<file path="config.mk">
export PLATFORM = sky130hd
export DESIGN_NAME = fxu_status_unit
export DESIGN_NICKNAME = d
export VERILOG_FILES = /design/src/rtl/fxu_pkg.sv /design/src/rtl/fxu_adder.sv /design/src/rtl/fxu_flag_sel.sv /design/src/rtl/fxu_flag_reg.sv /design/src/rtl/fxu_status_unit.sv
export SDC_FILE = /design/constraint.sdc
export NUM_CORES = 1
export LEC_CHECK = 0
export ABC_AREA = 1
export BUFFER_PORTS_ARGS = -buffer_cell sky130_fd_sc_hd__buf_2
export CORE_ASPECT_RATIO = 1.1
export CORE_MARGIN = 1
export CORE_UTILIZATION = 41
export CTS_CLUSTER_DIAMETER = 150
export CTS_CLUSTER_SIZE = 8
export DETAILED_ROUTE_END_ITERATION = 8
export GPL_TIMING_DRIVEN = 1
export PLACE_DENSITY = 0.72
export SYNTH_ARGS = -nofsm -noshare
export SYNTH_HDL_FRONTEND = slang
export SYNTH_SLANG_ARGS = --single-unit
</file>
<file path="constraint.sdc">
create_clock -name clk -period 3.6 [get_ports clk]
set_clock_uncertainty 0.2 [all_clocks]
set_input_delay 0.18 -clock clk [delete_from_list [all_inputs] [get_ports clk]]
set_output_delay 0.18 -clock clk [all_outputs]
set_load 0.05 [all_outputs]
</file>
<file path="src/rtl/fxu_pkg.sv">
package fxu_pkg;
  localparam int FX_DW      = 64;
  localparam int FX_HW      = 32;
  localparam int SO_POS     = 31;
  localparam int OV_POS     = 30;
  localparam int CA_POS     = 29;
  localparam int OV_LO_POS  = 19;
  localparam int CA_LO_POS  = 18;
  localparam int CMP_LSB    = 8;
  localparam int CMP_W      = 8;
  localparam int CNT_LSB    = 0;
  localparam int CNT_W      = 7;

  typedef struct packed {
    logic             so;
    logic             ov;
    logic             ca;
    logic             ov_lo;
    logic             ca_lo;
    logic [CMP_W-1:0] cmp;
    logic [CNT_W-1:0] cnt;
  } fx_flags_t;

  function automatic logic [FX_HW-1:0] pack_flags(input fx_flags_t f);
    logic [FX_HW-1:0] w;
    w = '0;
    w[SO_POS]    = f.so;
    w[OV_POS]    = f.ov;
    w[CA_POS]    = f.ca;
    w[OV_LO_POS] = f.ov_lo;
    w[CA_LO_POS] = f.ca_lo;
    w[CMP_LSB +: CMP_W] = f.cmp;
    w[CNT_LSB +: CNT_W] = f.cnt;
    return w;
  endfunction

  function automatic fx_flags_t unpack_flags(input logic [FX_HW-1:0] w);
    fx_flags_t f;
    f.so    = w[SO_POS];
    f.ov    = w[OV_POS];
    f.ca    = w[CA_POS];
    f.ov_lo = w[OV_LO_POS];
    f.ca_lo = w[CA_LO_POS];
    f.cmp   = w[CMP_LSB +: CMP_W];
    f.cnt   = w[CNT_LSB +: CNT_W];
    return f;
  endfunction
endpackage

</file>
<file path="src/rtl/fxu_adder.sv">
module fxu_adder #(
  parameter int DW = 64
) (
  input  logic [DW-1:0] a,
  input  logic [DW-1:0] b,
  input  logic          sub,
  input  logic          cin,
  output logic [DW-1:0] res,
  output logic          co_full,
  output logic          co_half,
  output logic          ovf_full,
  output logic          ovf_half
);
  localparam int HW = DW / 2;

  // Full-width sum with carry out on top.
  function automatic logic [DW:0] wide_add(input logic [DW-1:0] x, input logic [DW-1:0] y,
                                           input logic c);
    return {1'b0, x} + {1'b0, y} + {{DW{1'b0}}, c};
  endfunction

  // Signed-overflow vector: a bit is set where both addends agree in sign and the result does not.
  function automatic logic [DW-1:0] ovf_vec(input logic [DW-1:0] x, input logic [DW-1:0] y,
                                            input logic [DW-1:0] r);
    return ~(x ^ y) & (r ^ y);
  endfunction

  logic [DW-1:0] addend;
  logic [DW:0]   total;
  logic [DW-1:0] ovec;

  always_comb begin
    addend   = sub ? ~a : a;
    total    = wide_add(addend, b, cin);
    res      = total[DW-1:0];
    co_full  = total[DW];
    // Carry into bit HW is recovered from the sum bit and both addend bits.
    co_half  = total[HW] ^ addend[HW] ^ b[HW];
    ovec     = ovf_vec(addend, b, total[DW-1:0]);
    ovf_full = ovec[DW-1];
    ovf_half = ovec[HW-1];
  end
endmodule

</file>
<file path="src/rtl/fxu_flag_sel.sv">
module fxu_flag_sel (
  input  logic mode64,
  input  logic co_full,
  input  logic co_half,
  input  logic ovf_full,
  input  logic ovf_half,
  output logic ca_new,
  output logic ca_lo_new,
  output logic ov_new,
  output logic ov_lo_new
);
  always_comb begin
    ca_lo_new = co_half;
    ov_lo_new = ovf_half;
    ca_new    = mode64 ? co_full  : co_half;
    ov_new    = mode64 ? ovf_full : ovf_half;
  end
endmodule

</file>
<file path="src/rtl/fxu_flag_reg.sv">
module fxu_flag_reg
  import fxu_pkg::*;
(
  input  logic             clk,
  input  logic             rst_n,
  input  logic             op_valid,
  input  logic             upd_ca,
  input  logic             upd_ov,
  input  logic             ca_new,
  input  logic             ca_lo_new,
  input  logic             ov_new,
  input  logic             ov_lo_new,
  input  logic             wr_en,
  input  logic [FX_HW-1:0] wr_data,
  output fx_flags_t        flags
);
  // Named events for the assertions.
  logic ca_fire, ov_fire, wr_fire;
  fx_flags_t wr_flags;

  assign wr_fire  = wr_en;
  assign ca_fire  = op_valid & upd_ca & ~wr_en;
  assign ov_fire  = op_valid & upd_ov & ~wr_en;
  assign wr_flags = unpack_flags(wr_data);

  always_ff @(posedge clk or negedge rst_n) begin
    if (!rst_n) begin
      flags <= '0;
    end else if (wr_fire) begin
      flags <= wr_flags;
    end else begin
      if (ca_fire) begin
        flags.ca    <= ca_new;
        flags.ca_lo <= ca_lo_new;
      end
      if (ov_fire) begin
        flags.ov    <= ov_new;
        flags.ov_lo <= ov_lo_new;
        flags.so    <= flags.so | ov_new;
      end
    end
  end

  // a write decides every flag bit
  a_r10_write_wins: assert property (@(posedge clk) disable iff (!rst_n)
    wr_en |=> (flags.so == $past(wr_data[SO_POS])) && (flags.ov == $past(wr_data[OV_POS])) &&
              (flags.ca == $past(wr_data[CA_POS])) && (flags.ov_lo == $past(wr_data[OV_LO_POS])) &&
              (flags.ca_lo == $past(wr_data[CA_LO_POS])));

  // summary overflow never drops without a write
  a_r8_so_sticky: assert property (@(posedge clk) disable iff (!rst_n)
    (flags.so && !wr_en) |=> flags.so);

  // an overflow update folds the new overflow into summary overflow
  a_r8_so_collects: assert property (@(posedge clk) disable iff (!rst_n)
    (op_valid && upd_ov && !wr_en) |=> (flags.so == ($past(flags.so) | flags.ov)));

  // carry pair holds without a carry update
  a_r9_ca_hold: assert property (@(posedge clk) disable iff (!rst_n)
    (!wr_en && !(op_valid && upd_ca)) |=> $stable({flags.ca, flags.ca_lo}));

  // overflow pair and summary hold without an overflow update
  a_r9_ov_hold: assert property (@(posedge clk) disable iff (!rst_n)
    (!wr_en && !(op_valid && upd_ov)) |=> $stable({flags.so, flags.ov, flags.ov_lo}));
endmodule

</file>
<file path="src/rtl/fxu_status_unit.sv">
module fxu_status_unit
  import fxu_pkg::*;
#(
  parameter int DW = FX_DW
) (
  input  logic          clk,
  input  logic          rst_n,
  input  logic          op_valid,
  input  logic [DW-1:0] op_a,
  input  logic [DW-1:0] op_b,
  input  logic          op_sub,
  input  logic          op_cin,
  input  logic          op_use_ca,
  input  logic          mode64,
  input  logic          upd_ca,
  input  logic          upd_ov,
  input  logic          wr_en,
  input  logic [FX_HW-1:0] wr_data,
  output logic [DW-1:0] sum,
  output logic [DW-1:0] rd_data
);
  localparam int PAD_W = DW - FX_HW;

  fx_flags_t flags;
  logic cin_eff;
  logic co_full, co_half, ovf_full, ovf_half;
  logic ca_new, ca_lo_new, ov_new, ov_lo_new;

  assign cin_eff = op_use_ca ? flags.ca : op_cin;

  fxu_adder #(.DW(DW)) u_add (
    .a(op_a), .b(op_b), .sub(op_sub), .cin(cin_eff), .res(sum),
    .co_full(co_full), .co_half(co_half), .ovf_full(ovf_full), .ovf_half(ovf_half)
  );

  fxu_flag_sel u_sel (
    .mode64(mode64), .co_full(co_full), .co_half(co_half),
    .ovf_full(ovf_full), .ovf_half(ovf_half),
    .ca_new(ca_new), .ca_lo_new(ca_lo_new), .ov_new(ov_new), .ov_lo_new(ov_lo_new)
  );

  fxu_flag_reg u_reg (
    .clk(clk), .rst_n(rst_n), .op_valid(op_valid), .upd_ca(upd_ca), .upd_ov(upd_ov),
    .ca_new(ca_new), .ca_lo_new(ca_lo_new), .ov_new(ov_new), .ov_lo_new(ov_lo_new),
    .wr_en(wr_en), .wr_data(wr_data), .flags(flags)
  );

  assign rd_data = {{PAD_W{1'b0}}, pack_flags(flags)};

  // narrow-mode carry update leaves both carry flags equal
  a_r5_narrow_ca: assert property (@(posedge clk) disable iff (!rst_n)
    (op_valid && upd_ca && !mode64 && !wr_en) |=> (rd_data[CA_POS] == rd_data[CA_LO_POS]));

  // narrow-mode overflow update leaves both overflow flags equal
  a_r7_narrow_ov: assert property (@(posedge clk) disable iff (!rst_n)
    (op_valid && upd_ov && !mode64 && !wr_en) |=> (rd_data[OV_POS] == rd_data[OV_LO_POS]));

  // the upper half of the read value stays clear
  a_r1_upper_zero: assert property (@(posedge clk) disable iff (!rst_n)
    $past(wr_en) |-> (rd_data[DW-1:FX_HW] == '0));
endmodule

</file>
* After elaboration in Yosys (flattened, before gate mapping)
Cells that the tools add are included.
Widths: inputs -> output; s select.
** Storage, ports and cells
- Output and inout port bits :: 128
- Input port bits :: 170
- Bits in registers :: 20
** Cells by class
- Mux-type cells :: 9
- Reduce and logical (&&, ||, !) cells :: 2
- $add $sub $neg :: 2
- Bitwise logic cells :: 13
** Operators with widths (count)
- $not 64->64 :: 2
- $xor 64x64->64 :: 2
- $add 64x64->65 :: 1
- $add 65x1->65 :: 1
- $and 64x64->64 :: 1
- $mux 64 :: 1
- $mux 1 :: 6
- $mux 5 :: 1
- $and 1x1->1 :: 4
- $reduce_bool 2->1 :: 2
- $mux 2 :: 1
- $xor 1x1->1 :: 2
- $not 1->1 :: 1
- $or 1x1->1 :: 1

* Logic depth before layout (Yosys ltp)
Gate-level depths: netlist (run 1).
- Depth after elaboration :: 10
- Depth in mapped cells :: 22
- Depth with buffers taken out :: 20

* By module
From an unflattened synthesis (run 1), not the netlist that was laid out.
** Second synthesis, totals
- Cell total of the unflattened synthesis :: 1330
- Area total of the unflattened synthesis :: 7312.0 um^2
** Modules (own cells, without submodules)
- fxu_adder :: sequential area each 0.0 um^2, times used 1, cells each 1167, area an instance 6064.6 um^2
- fxu_flag_reg :: sequential area each 500.5 um^2, times used 1, cells each 105, area an instance 857.1 um^2
- fxu_status_unit :: sequential area each 0.0 um^2, times used 1, cells each 49, area an instance 349.1 um^2
- fxu_flag_sel :: sequential area each 0.0 um^2, times used 1, cells each 9, area an instance 41.3 um^2

* Least setup slack after synthesis (run 1)
OpenSTA, ideal clock, no wires.
- Kind :: flip-flop to output port
- Start :: register, netlist name u_reg.flags[17]
- End :: output port sum[46]
- Required time :: 3.220 ns
- Slack :: -0.064 ns
- Arrival :: 3.284 ns
- Stages on the path, launching flop included :: 13
- Cell sequence :: dfrtp_1 -> mux2i_1 -> fa_1 -> fa_1 -> inv_1 -> nand3_1 -> nand2_1 -> a21oi_2 -> o21ai_2 -> a21oi_2 -> or2_1 -> nand2_1 -> xor2_1
** On the way
- Longest elaborated chain between the ends :: 2
** Ends and longest elaborated chain
- $mux 1 :: RTL line fxu_status_unit.sv:29 : assign cin_eff = op_use_ca ? flags.ca : op_cin;
- $add 65x1->65 :: RTL line fxu_adder.sv:19 : return {1'b0, x} + {1'b0, y} + {{DW{1'b0}}, c};
- end, declared :: RTL line fxu_status_unit.sv:19 : output logic [DW-1:0] sum,
Every way passes these cells.

* Worst setup path after layout (run 1)
- Start :: register, netlist name u_reg.flags[17]
- End :: output port sum[34]
** On the way
- Longest elaborated chain between the ends :: 2
** Ends and longest elaborated chain (RTL line)
- $mux 1 :: fxu_status_unit.sv:29
- $add 65x1->65 :: fxu_adder.sv:19
Every way passes these cells.

==> impl_metrics.yaml, run 1 <==
global_route:
  antenna_found_initial: 0
  grt_pass1_wl_um: 34000
  grt_pass1_vias: 7104
  grt_use_total_pct: 26.20
  grt.overflow.total: 0
  grt_max_degree: 64
placed_design:
  dp.cells: 1539
  pre_cts_slack_ps: 210.5
  hpwl_um: 19180
  io_buffers: 241
  place.gp.congestion: 0.9207
setup_path:
  path_delay_family: "adder cells"
  setup.worst_path.end_class: "output port"
  cp_slowest_cell: "fa_1"
  crit_path_max_incr_delay_ps: 410
  path_cells: "mux2i_2 -> fa_1 -> fa_1 -> inv_1 -> nand3_1 -> nand2_2 -> a21oi_2 -> o21ai_2 -> buf_4 -> a21oi_1 -> o21ai_1 -> xor2_1 -> buf_2"
  reg2reg_depth: 20
  crit_path_start_kind: "flip-flop"
  r2r_end: "u_reg.flags[17]"
  path_buf_inv: 3
  crit_cells: 13
  critical_path.startpoint: "u_reg.flags[17]"
  r2r-start: "u_reg.flags[17]"
  critical_path.endpoint: "sum[34]"
  crit_top_cell: "fa_1"
  path_class: "flip-flop to output port"
  r2r_setup_slack_ps: 590
  critPathArrivalTime_ps: 3030
  worstPathMaxFanout: 4
  critPathRequiredTime_ps: 3220
die:
  start_util_pct: 42.33
  fp.dieH_um: 133.5
  ioPinCount: 298
  rows: 47
  fp.dieArea_mm2: 0.01623
  fp.coreArea_mm2: 0.01523
  die_x_um: 121.6
pwr:
  p_leak_nw: 4.521
  power.density_mw_per_mm2: 412.9
  peakVddDrop_mv: 0.2905
  power_frac_clock_pct: 7.4
  internal_power_mw: 1.172
  switchingPower_mw: 2.185
  swShare_pct: 65.09
  comb_power_share_pct: 84.9
  pwr-share-seq_pct: 7.7
cells_and_area:
  drive_gt1_share_pct: 21.80
  diodes: 0
  layout_common_cells: "nand2_1, buf_2, inv_1, nor2_1, xor2_1"
  regMostFlops: "u_reg.flags"
  syn_to_final_growth_pct: 26.10
  layout_commonest_cell: "nand2_1"
  biggestRegsByFlops: "u_reg.flags: 20 flops"
  postLayoutCoreUtil_pct: 53.38
  final_cell_count_no_fill: 1563
  nNetsFinal: 1603
  largest_register_ffs: 20
status:
  status: "complete, no violations"
clocking:
  cts_buffers: 3
  cts_buffer_depth: 2
  cts.sinks: 20
  htreeDepth: 1
  clk_latency_ps: 250
  cts_tree: "built"
  path_clk_slew_ps: 50
  cts_root_buffer: "clkbuf_16"
job:
  drv_cap: 0
sta:
  finalCriticalPeriod_ps: 3415
  layout_setup_ws_ps: 185.2
  drv_slew: 0
  fin_crit_sh_pct: 94.86
  setup_tns_ps: 0
  setup_viol: 0
  rsz0062_at_grt: "false"
  hold_violations: 0
  timing.fmax_mhz: 292.8
  hold_slack_ps: 38.63
routing:
  first_pass_iters: 6
  drtIter0Drc: 414
  wl_per_cell_um: 14.07
  postRouteWirelength_um: 22000
  ant_nets: 0
  via_per_inst: 4.849
  route.detailed.drc: 0
  num_vias: 7579
logic_synthesis:
  syn_area_per_cell_um2: 5.840
  syn_inst: 1104
  yosysWarningCount: 0
  netlist_area_mm2: 0.006447
  synth_seq_cells: 20
  ys_seq_area_share_pct: 7.762
  yosysUniqueCellTypes: 39
min_path:
  hp-class: "primary input to flip-flop"
[cell families (layout without fill, tap and decap cells)]
| family | count (synthesis) | in the layout | share of synthesized area (%) |
|---|---|---|---|
| buffers and inverters | 203 | 423 | 14.52 |
| flip-flops | 20 | 20 | 7.762 |
| XOR/XNOR | 116 | 116 | 15.76 |
| adder cells (fa/ha/maj) | 65 | 65 | 12.85 |
| multiplexers | 1 | 1 | 0.1553 |
| AO/OA/AOI/OAI | 167 | 167 | 15.31 |
| AND/OR/NAND/NOR | 531 | 531 | 33.59 |
| other | 1 | 44 | 0.05816 |
[final cells by class]
class                   count  area (um2)
fillers                  1659        7101
multi-input cells         924        5234
repair buffers            271        1506
inverters                 148       555.5
flip-flops and latches     20       500.5
well taps                 196       245.2
clock buffers               4       88.84
[worst min-delay path by stage]
stage,cells past startpoint,start,slack (ps),endpoint
6_report,5,wr_data[31],40,u_reg.flags[19]
5_1_grt,5,wr_data[31],70,u_reg.flags[19]
4_1_cts,5,wr_data[31],30,u_reg.flags[19]
3_5_place_dp,1,rst_n,-50,u_reg.flags[14]
3_3_place_gp,1,rst_n,-50,u_reg.flags[7]
2_1_floorplan,0,rst_n,-320,u_reg.flags[0]
[through the flow]
| stage | total power, mW | area, um2 |
|---|---|---|
| 6_report | 3.357 | 8130 |
| 5_1_grt | 3.569 | 8130 |
| 4_1_cts | 3.346 | 8089 |
| 3_5_place_dp | 3.059 | 7792 |
| 3_3_place_gp | 3.056 | 7792 |
| 2_1_floorplan | 2.393 | 6631 |
[worst min-delay path, cell delays in order]
cell and delay [ps]:
buf_2 70, o21bai_1 50, inv_1 50, nand2_1 40, nand2_1 60
[per-layer routing]
metal	GRT usage (%)	wire length (um)
met1	32.93	9731
met2	48.39	10900
met3	1.327	912
met4	5.830	452
met5	0	0
[synthesized netlist by cell type, drive strengths merged]
master / count / area [um2]
clkbuf: 4 / 15.01
nand3b: 2 / 15.01
o21ai: 31 / 170.2
buf: 51 / 365.4
nor3: 9 / 55.05
nor2: 125 / 486.7
a31oi: 6 / 37.54
ha: 63 / 788.3
fa: 2 / 40.04
nand2: 331 / 1262
a211oi: 2 / 15.01
xnor2: 17 / 148.9
or2: 3 / 18.77
a22o: 1 / 8.760
o211ai: 3 / 22.52
nand4: 5 / 31.28
xor2: 99 / 867.1
nand3: 48 / 240.2
o21bai: 24 / 183.9
conb: 1 / 3.750
a21oi: 90 / 473.0
a21o: 4 / 30.03
dfrtp: 20 / 500.5
inv: 148 / 555.5
nor4: 2 / 18.77
a31o: 1 / 8.760
o21a: 5 / 37.54
mux2i: 1 / 10.01
and3: 6 / 37.54
[power by group through the flow]
stage	clock (mW)	sequential, mW	combinational, mW
4_1_cts	0.255	0.258	2.83
3_5_place_dp	0	0.262	2.80
3_3_place_gp	0	0.261	2.80
5_1_grt	0.259	0.261	3.05
6_report	0.247	0.259	2.85
2_1_floorplan	0	0.342	2.05
[timing repair]
action	CTS	global route
gates resized for setup	4	7
endpoints found under the hold margin	38	0
setup buffers	0	1
hold buffers	19	0
endpoints found under the setup margin	3	15
Power figures use the tool's default switching activity.
==> inputs of run 2 (changes only) <==
==> constraint.sdc (replaced) <==
create_clock -name clk -period 4.2 [get_ports clk]
set_clock_uncertainty 0.2 [all_clocks]
set_input_delay 0.21 -clock clk [delete_from_list [all_inputs] [get_ports clk]]
set_output_delay 0.21 -clock clk [all_outputs]
set_load 0.05 [all_outputs]
==> run 2 against run 1 <==
Net effect: sequential share of layout area grew 0.11 points; final cell count shrank 0.51%; clock power shrank 15%; via count grew 0.62%; die area is the same; design area shrank 1.8%; power shrank 16%; worst setup slack gained 120 ps; clock-buffer cell count is the same; worst hold slack gained 26 ps; highest routed layer unchanged.
==> impl_metrics.yaml, run 2 (synthesized netlist as in run 1, its figures left out) <==
routing:
  ant_nets: 0
  first_pass_iters: 6
  via_per_inst: 4.904
  drtIter0Drc: 424
  wl_per_cell_um: 13.83
  route.detailed.drc: 0
  postRouteWirelength_um: 21500
  num_vias: 7626
sta:
  maxSlewHeadroom_pct: 58.79
  finalCriticalPeriod_ps: 3896
  rsz0062_at_grt: "false"
  hold_violations: 0
  setup_tns_ps: 0
  fin_crit_sh_pct: 92.76
  setup_viol: 0
  drv_slew: 0
  worst_slew_pin_slew_ps: 613.1
  layout_setup_ws_ps: 303.9
  timing.fmax_mhz: 256.7
  hold_slack_ps: 64.99
clocking:
  cts_root_buffer: "clkbuf_16"
  htreeDepth: 1
  cts.sinks: 20
  path_clk_slew_ps: 50
  cts_tree: "built"
  postCtsSetupBuffers: 0
  cts_buffers: 3
  cts_buffer_depth: 2
  clk_latency_ps: 250
die:
  fp.dieH_um: 133.5
  die_x_um: 121.6
  rows: 47
  fp.coreArea_mm2: 0.01523
  ioPinCount: 298
  fp.dieArea_mm2: 0.01623
  start_util_pct: 42.33
cells_and_area:
  largest_register_ffs: 20
  seq_area_um2: 500.5
  syn_to_final_growth_pct: 23.83
  fill_cells: 1665
  biggestRegsByFlops: "u_reg.flags: 20 flops"
  final_cell_count_no_fill: 1555
  regMostFlops: "u_reg.flags"
  drive_gt1_share_pct: 20.68
  multiInputGateArea_mm2: 0.005172
  diodes: 0
  layout_common_cells: "nand2_1, buf_2, inv_1, nor2_1, xor2_1"
  nNetsFinal: 1595
  layout_commonest_cell: "nand2_1"
setup_path:
  r2r-start: "u_reg.flags[17]"
  r2r_setup_slack_ps: 990
  path_delay_family: "simple AND/OR/NAND/NOR gates"
  path_buf_inv: 2
  worstPathMaxFanout: 5
  crit_path_start_kind: "flip-flop"
  critPathArrivalTime_ps: 3490
  reg2reg_depth: 19
  path_cells: "mux2i_1 -> fa_1 -> fa_1 -> inv_1 -> nand3_1 -> nand2_1 -> nand2_1 -> nand2_1 -> nand2_1 -> nand2_2 -> a21oi_2 -> o21ai_2 -> nand3_1 -> nand2_1 -> nand2_1 -> nand2_1 -> buf_2"
  crit_cells: 17
  path_class: "flip-flop to output port"
  crit_path_max_incr_delay_ps: 440
  setup.worst_path.end_class: "output port"
  crit_top_cell: "nand2_1"
  critical_path.startpoint: "u_reg.flags[17]"
  critPathRequiredTime_ps: 3790
  cp_slowest_cell: "fa_1"
pwr:
  p_leak_nw: 4.456
  internal_power_mw: 0.9736
  pwr-share-seq_pct: 7.8
  peakVddDrop_mv: 0.2399
  comb_power_share_pct: 84.7
  swShare_pct: 65.60
  switchingPower_mw: 1.857
  power_frac_clock_pct: 7.5
  power.density_mw_per_mm2: 354.5
global_route:
  grt_use_total_pct: 26.05
  grt.overflow.total: 0
  grt_max_degree: 26
  grt_pass1_vias: 7179
  antenna_found_initial: 0
  grt_pass1_wl_um: 33980
job:
  drv_cap: 0
min_path:
  hp-class: "primary input to flip-flop"
  hold_depth: 5
  hp-start: "wr_data[31]"
placed_design:
  io_buffers: 241
  hpwl_um: 18980
  pre_cts_slack_ps: 542.2
  dp.cells: 1532
  place.gp.congestion: 1.013
status:
  status: "complete, no violations"
run 2: changes by cell type in the layout (fill, tap and decap cells not counted), moves of 2 or more:
cell     delta
nand3_1     +2
buf_2       +2
xor2_2      -3
xor2_1      +3
buf_4       -9
nand3_2     -2
run 2: worst paths after layout:
kind                                   endpoint
worst max register to register  u_reg.flags[17]
worst max-delay path                    sum[60]
max in group asynchronous        u_reg.flags[4]
min in group asynchronous       u_reg.flags[10]
worst min register to register   u_reg.flags[6]
worst min-delay path            u_reg.flags[19]
run 2: per-layer routing:
layer	track usage (%)	part of all wire [%]	vias up
met4	6.036	2.0	0
met1	33.33	44	3359
met2	47.22	49	292
met5	0	0	-
li1	-	-	3943
met3	1.413	5.3	32
run 2: timing repair:
action | CTS | global route
endpoints found under the hold margin | 38 | 0
gates resized for setup | 0 | 0
hold buffers | 19 | 0
run 2: area by class of cell:
cell class | count | area share (%)
multi-input combinational | 924 | 64.79
timing repair buffer | 263 | 17.80
inverter | 148 | 6.958
sequential | 20 | 6.269
tap | 196 | 3.072
clock buffer | 4 | 1.113
run 2: per-stage QoR:
step	total power, mW	instance area [um2]	utilization (%)
3_3_place_gp	2.590	7705	50.59
3_5_place_dp	2.591	7705	50.59
2_1_floorplan	2.044	6609	-
5_1_grt	3.018	7984	52.42
4_1_cts	2.827	7984	52.42
6_report	2.830	7984	52.42
run 2: worst min-delay path, delay by kind of cell:
kind | cells | cell delay [ps]
buffers and inverters | 2 | 120
AND/OR/NAND/NOR | 2 | 90
AO/OA/AOI/OAI | 1 | 50
run 2: power by group through the flow:
| stage | Clock, mW | Combinational [mW] | Sequential, mW |
|---|---|---|---|
| after floorplan | 0 | 1.75 | 0.293 |
| after global placement | 0 | 2.37 | 0.224 |
| after detailed placement | 0 | 2.37 | 0.225 |
| after CTS | 0.216 | 2.39 | 0.222 |
| after global routing | 0.224 | 2.57 | 0.224 |
| final | 0.211 | 2.40 | 0.222 |
==> inputs of run 3 (changes only) <==
--- a/config.mk
+++ b/config.mk
@@ -5,16 +5,16 @@
 export SDC_FILE = /design/constraint.sdc
 export NUM_CORES = 1
 export LEC_CHECK = 0
-export ABC_AREA = 1
+export ABC_AREA = 0
 export BUFFER_PORTS_ARGS = -buffer_cell sky130_fd_sc_hd__buf_2
 export CORE_ASPECT_RATIO = 1.1
-export CORE_MARGIN = 1
+export CORE_MARGIN = 2
 export CORE_UTILIZATION = 41
 export CTS_CLUSTER_DIAMETER = 150
 export CTS_CLUSTER_SIZE = 8
 export DETAILED_ROUTE_END_ITERATION = 8
 export GPL_TIMING_DRIVEN = 1
-export PLACE_DENSITY = 0.72
+export PLACE_DENSITY = 0.74
 export SYNTH_ARGS = -nofsm -noshare
 export SYNTH_HDL_FRONTEND = slang
 export SYNTH_SLANG_ARGS = --single-unit
==> run 3 against run 2 <==
Net effect: the run now ends with setup timing left; sequential power is essentially flat; via count shrank 19%; utilization grew 7.0 points; wire length shrank 18%; area after synthesis shrank 15%; worst hold slack lost 62 ps; combinational power grew 8.8%; global-route usage shrank 3.6 points; sequential cell count is the same; worst setup slack lost 570 ps; final cell count shrank 24%; non-clock buffer count grew 60; critical endpoint is now sum[56]; highest routed layer unchanged.
==> impl_metrics.yaml, run 3 <==
job:
  drv_cap: 0
setup_path:
  cp_slowest_cell: "a2111o_1"
  path_class: "flip-flop to output port"
  r2r_setup_slack_ps: -30
  crit_path_start_kind: "flip-flop"
  path_cells: "mux2i_4 -> fa_2 -> fa_2 -> nand2b_4 -> a21o_1 -> a31o_1 -> a211o_1 -> a211o_1 -> a211o_4 -> a2111o_1 -> o211ai_4 -> o22ai_4 -> xnor2_4 -> buf_6"
  crit_path_max_incr_delay_ps: 420
  critPathArrivalTime_ps: 4050
  worstPathMaxFanout: 4
  setup.worst_path.end_class: "output port"
  path_buf_inv: 1
  path_delay_family: "compound AO/OA/AOI/OAI gates"
  critPathRequiredTime_ps: 3790
global_route:
  grt_max_degree: 27
  top_usage_layer: "met2"
  grt.overflow.total: 0
  antenna_found_initial: 1
  grt_pass1_wl_um: 26900
  use_met1_pct: 29.45
  use_met3_pct: 2.618
  grt_use_total_pct: 22.43
  grt_pass1_vias: 5710
  use_met2_pct: 38.81
clocking:
  cts.sinks: 20
  htreeDepth: 1
  cts_root_buffer: "clkbuf_16"
  cts_tree: "built"
  clk_latency_ps: 250
  cts_buffer_depth: 2
  path_clk_slew_ps: 60
  cts_buffers: 3
sta:
  drv_slew: 0
  setup_viol: 11
  worst_slew_pin_slew_ps: 507.0
  hold_violations: 0
  rsz0062_at_grt: "true"
  layout_setup_ws_ps: -262.7
  finalCriticalPeriod_ps: 4463
  fin_crit_sh_pct: 106.3
  maxSlewHeadroom_pct: 66.20
  timing.fmax_mhz: 224.1
logic_synthesis:
  syn_area_per_cell_um2: 7.616
  synth_common_cells: "xor2_1, a21oi_1, ha_1"
  syn_inst: 723
  yosys-top-cells-area: "ha_1, xor2_1, dfrtp_1"
  synth-main-ff-cell: "dfrtp_1"
  synth_edf_count: 0
  yosysTopAreaCellShare_pct: 14.31
  synth_largest_area_cell: "ha_1"
  ys_seq_area_share_pct: 9.089
  synth_most_common_cell: "xor2_1"
  yosysWarningCount: 0
  yosysUniqueCellTypes: 57
  netlist_area_mm2: 0.005507
  synth_seq_cells: 20
  async_flop_share_pct: 100.0
pwr:
  power.density_mw_per_mm2: 395.2
  peakVddDrop_mv: 0.3267
  p_leak_nw: 4.026
cells_and_area:
  nNetsFinal: 1252
  layout_common_cells: "buf_2, xor2_1, buf_4, a21oi_1, ha_1"
  final_area_mm2: 0.007824
  syn_to_final_growth_pct: 42.08
  layout_commonest_cell: "buf_2"
  drive_gt1_share_pct: 37.30
  biggestRegsByFlops: "u_reg.flags: 20 flops"
  regMostFlops: "u_reg.flags"
  fill_cells: 1209
  largest_register_ffs: 20
die:
  die_x_um: 114.5
  fp.dieH_um: 125.5
  fp.coreArea_mm2: 0.01316
  rows: 44
  ioPinCount: 298
  fp.dieArea_mm2: 0.01437
  start_util_pct: 41.85
status:
  status: "finished with violations"
  violations: "setup timing"
placed_design:
  io_buffers: 241
  hpwl_um: 14520
  pre_cts_slack_ps: -252.1
  placed_area_mm2: 0.007206
  place.gp.congestion: 0.8818
routing:
  ant_nets: 0
  wl_per_cell_um: 14.88
  drtIter0Drc: 398
  route.detailed.drc: 0
  postRouteWirelength_um: 17530
  first_pass_iters: 5
  via_per_inst: 5.261
  num_vias: 6197
min_path:
  hp-class: "primary input to flip-flop"
[run 3: logic make-up after synthesis]
kind of cell / after synthesis / synth area share [%]
buffers and inverters: 97 / 9.679
xor gates and xnor gates: 128 / 20.36
AOI/OAI and AO/OA: 229 / 27.43
adders and majority gates: 65 / 15.04
and+or+nand+nor: 165 / 14.72
other: 1 / 0.06810
muxes: 18 / 3.613
DFF: 20 / 9.089
[run 3: area by class of cell]
cell class	instances	area, um2	share of cell area [%]
diodes	1	2.502	0.03198
multi-input cells	649	4955	63.33
clock buffers	3	75.07	0.9595
inverters	20	75.07	0.9595
repair buffers	323	1983	25.35
flip-flops and latches	20	501.7	6.413
well taps	161	201.4	2.575
clock inverters	1	30.03	0.3838
[run 3: power by group]
group / internal [mW] / leakage [nW] / total, mW / switching [mW]
clock: 0.189 / 0.0511 / 0.258 / 0.0692
sequential: 0.214 / 0.235 / 0.225 / 0.0113
combinational: 0.874 / 3.74 / 2.61 / 1.73
[run 3: path summary, 6_finish.rpt]
path,startpoint,to,cells past startpoint
max in group asynchronous,rst_n,u_reg.flags[17],2
min,wr_data[8],u_reg.flags[7],2
max reg2reg,u_reg.flags[17],u_reg.flags[17],16
min in group asynchronous,rst_n,u_reg.flags[2],2
max,u_reg.flags[17],sum[56],14
min reg2reg,u_reg.flags[6],u_reg.flags[6],1
[run 3: repair_timing]
item                                   CTS  global route
setup endpoints to repair               17            25
endpoints found under the hold margin   33             0
gates resized for setup                 18            64
setup buffers                            4             7
pin swaps                                3            16
hold buffers                            14             0
cloned                                   0             0
[run 3: routing by layer]
layer	part of all wire (%)	vias up
li1	-	3112
met1	43	2840
met2	49	215
met3	5.5	30
met4	2.8	0
met5	0	-
[run 3: metrics by stage]
step           utilization [%]  hold slack, ps  cells  power (mW)  TNS [ps]
3_3_place_gp             54.76          -24.69   1148       2.656    -694.7
5_1_grt                  59.46           9.283   1178       3.266     -3476
3_5_place_dp             54.76          -22.61   1148       2.666     -1189
2_1_floorplan                -          -285.6    766       2.083    -98.75
6_report                 59.46           2.804   1178       3.092     -1164
4_1_cts                  57.41           3.008   1170       2.990     -1350
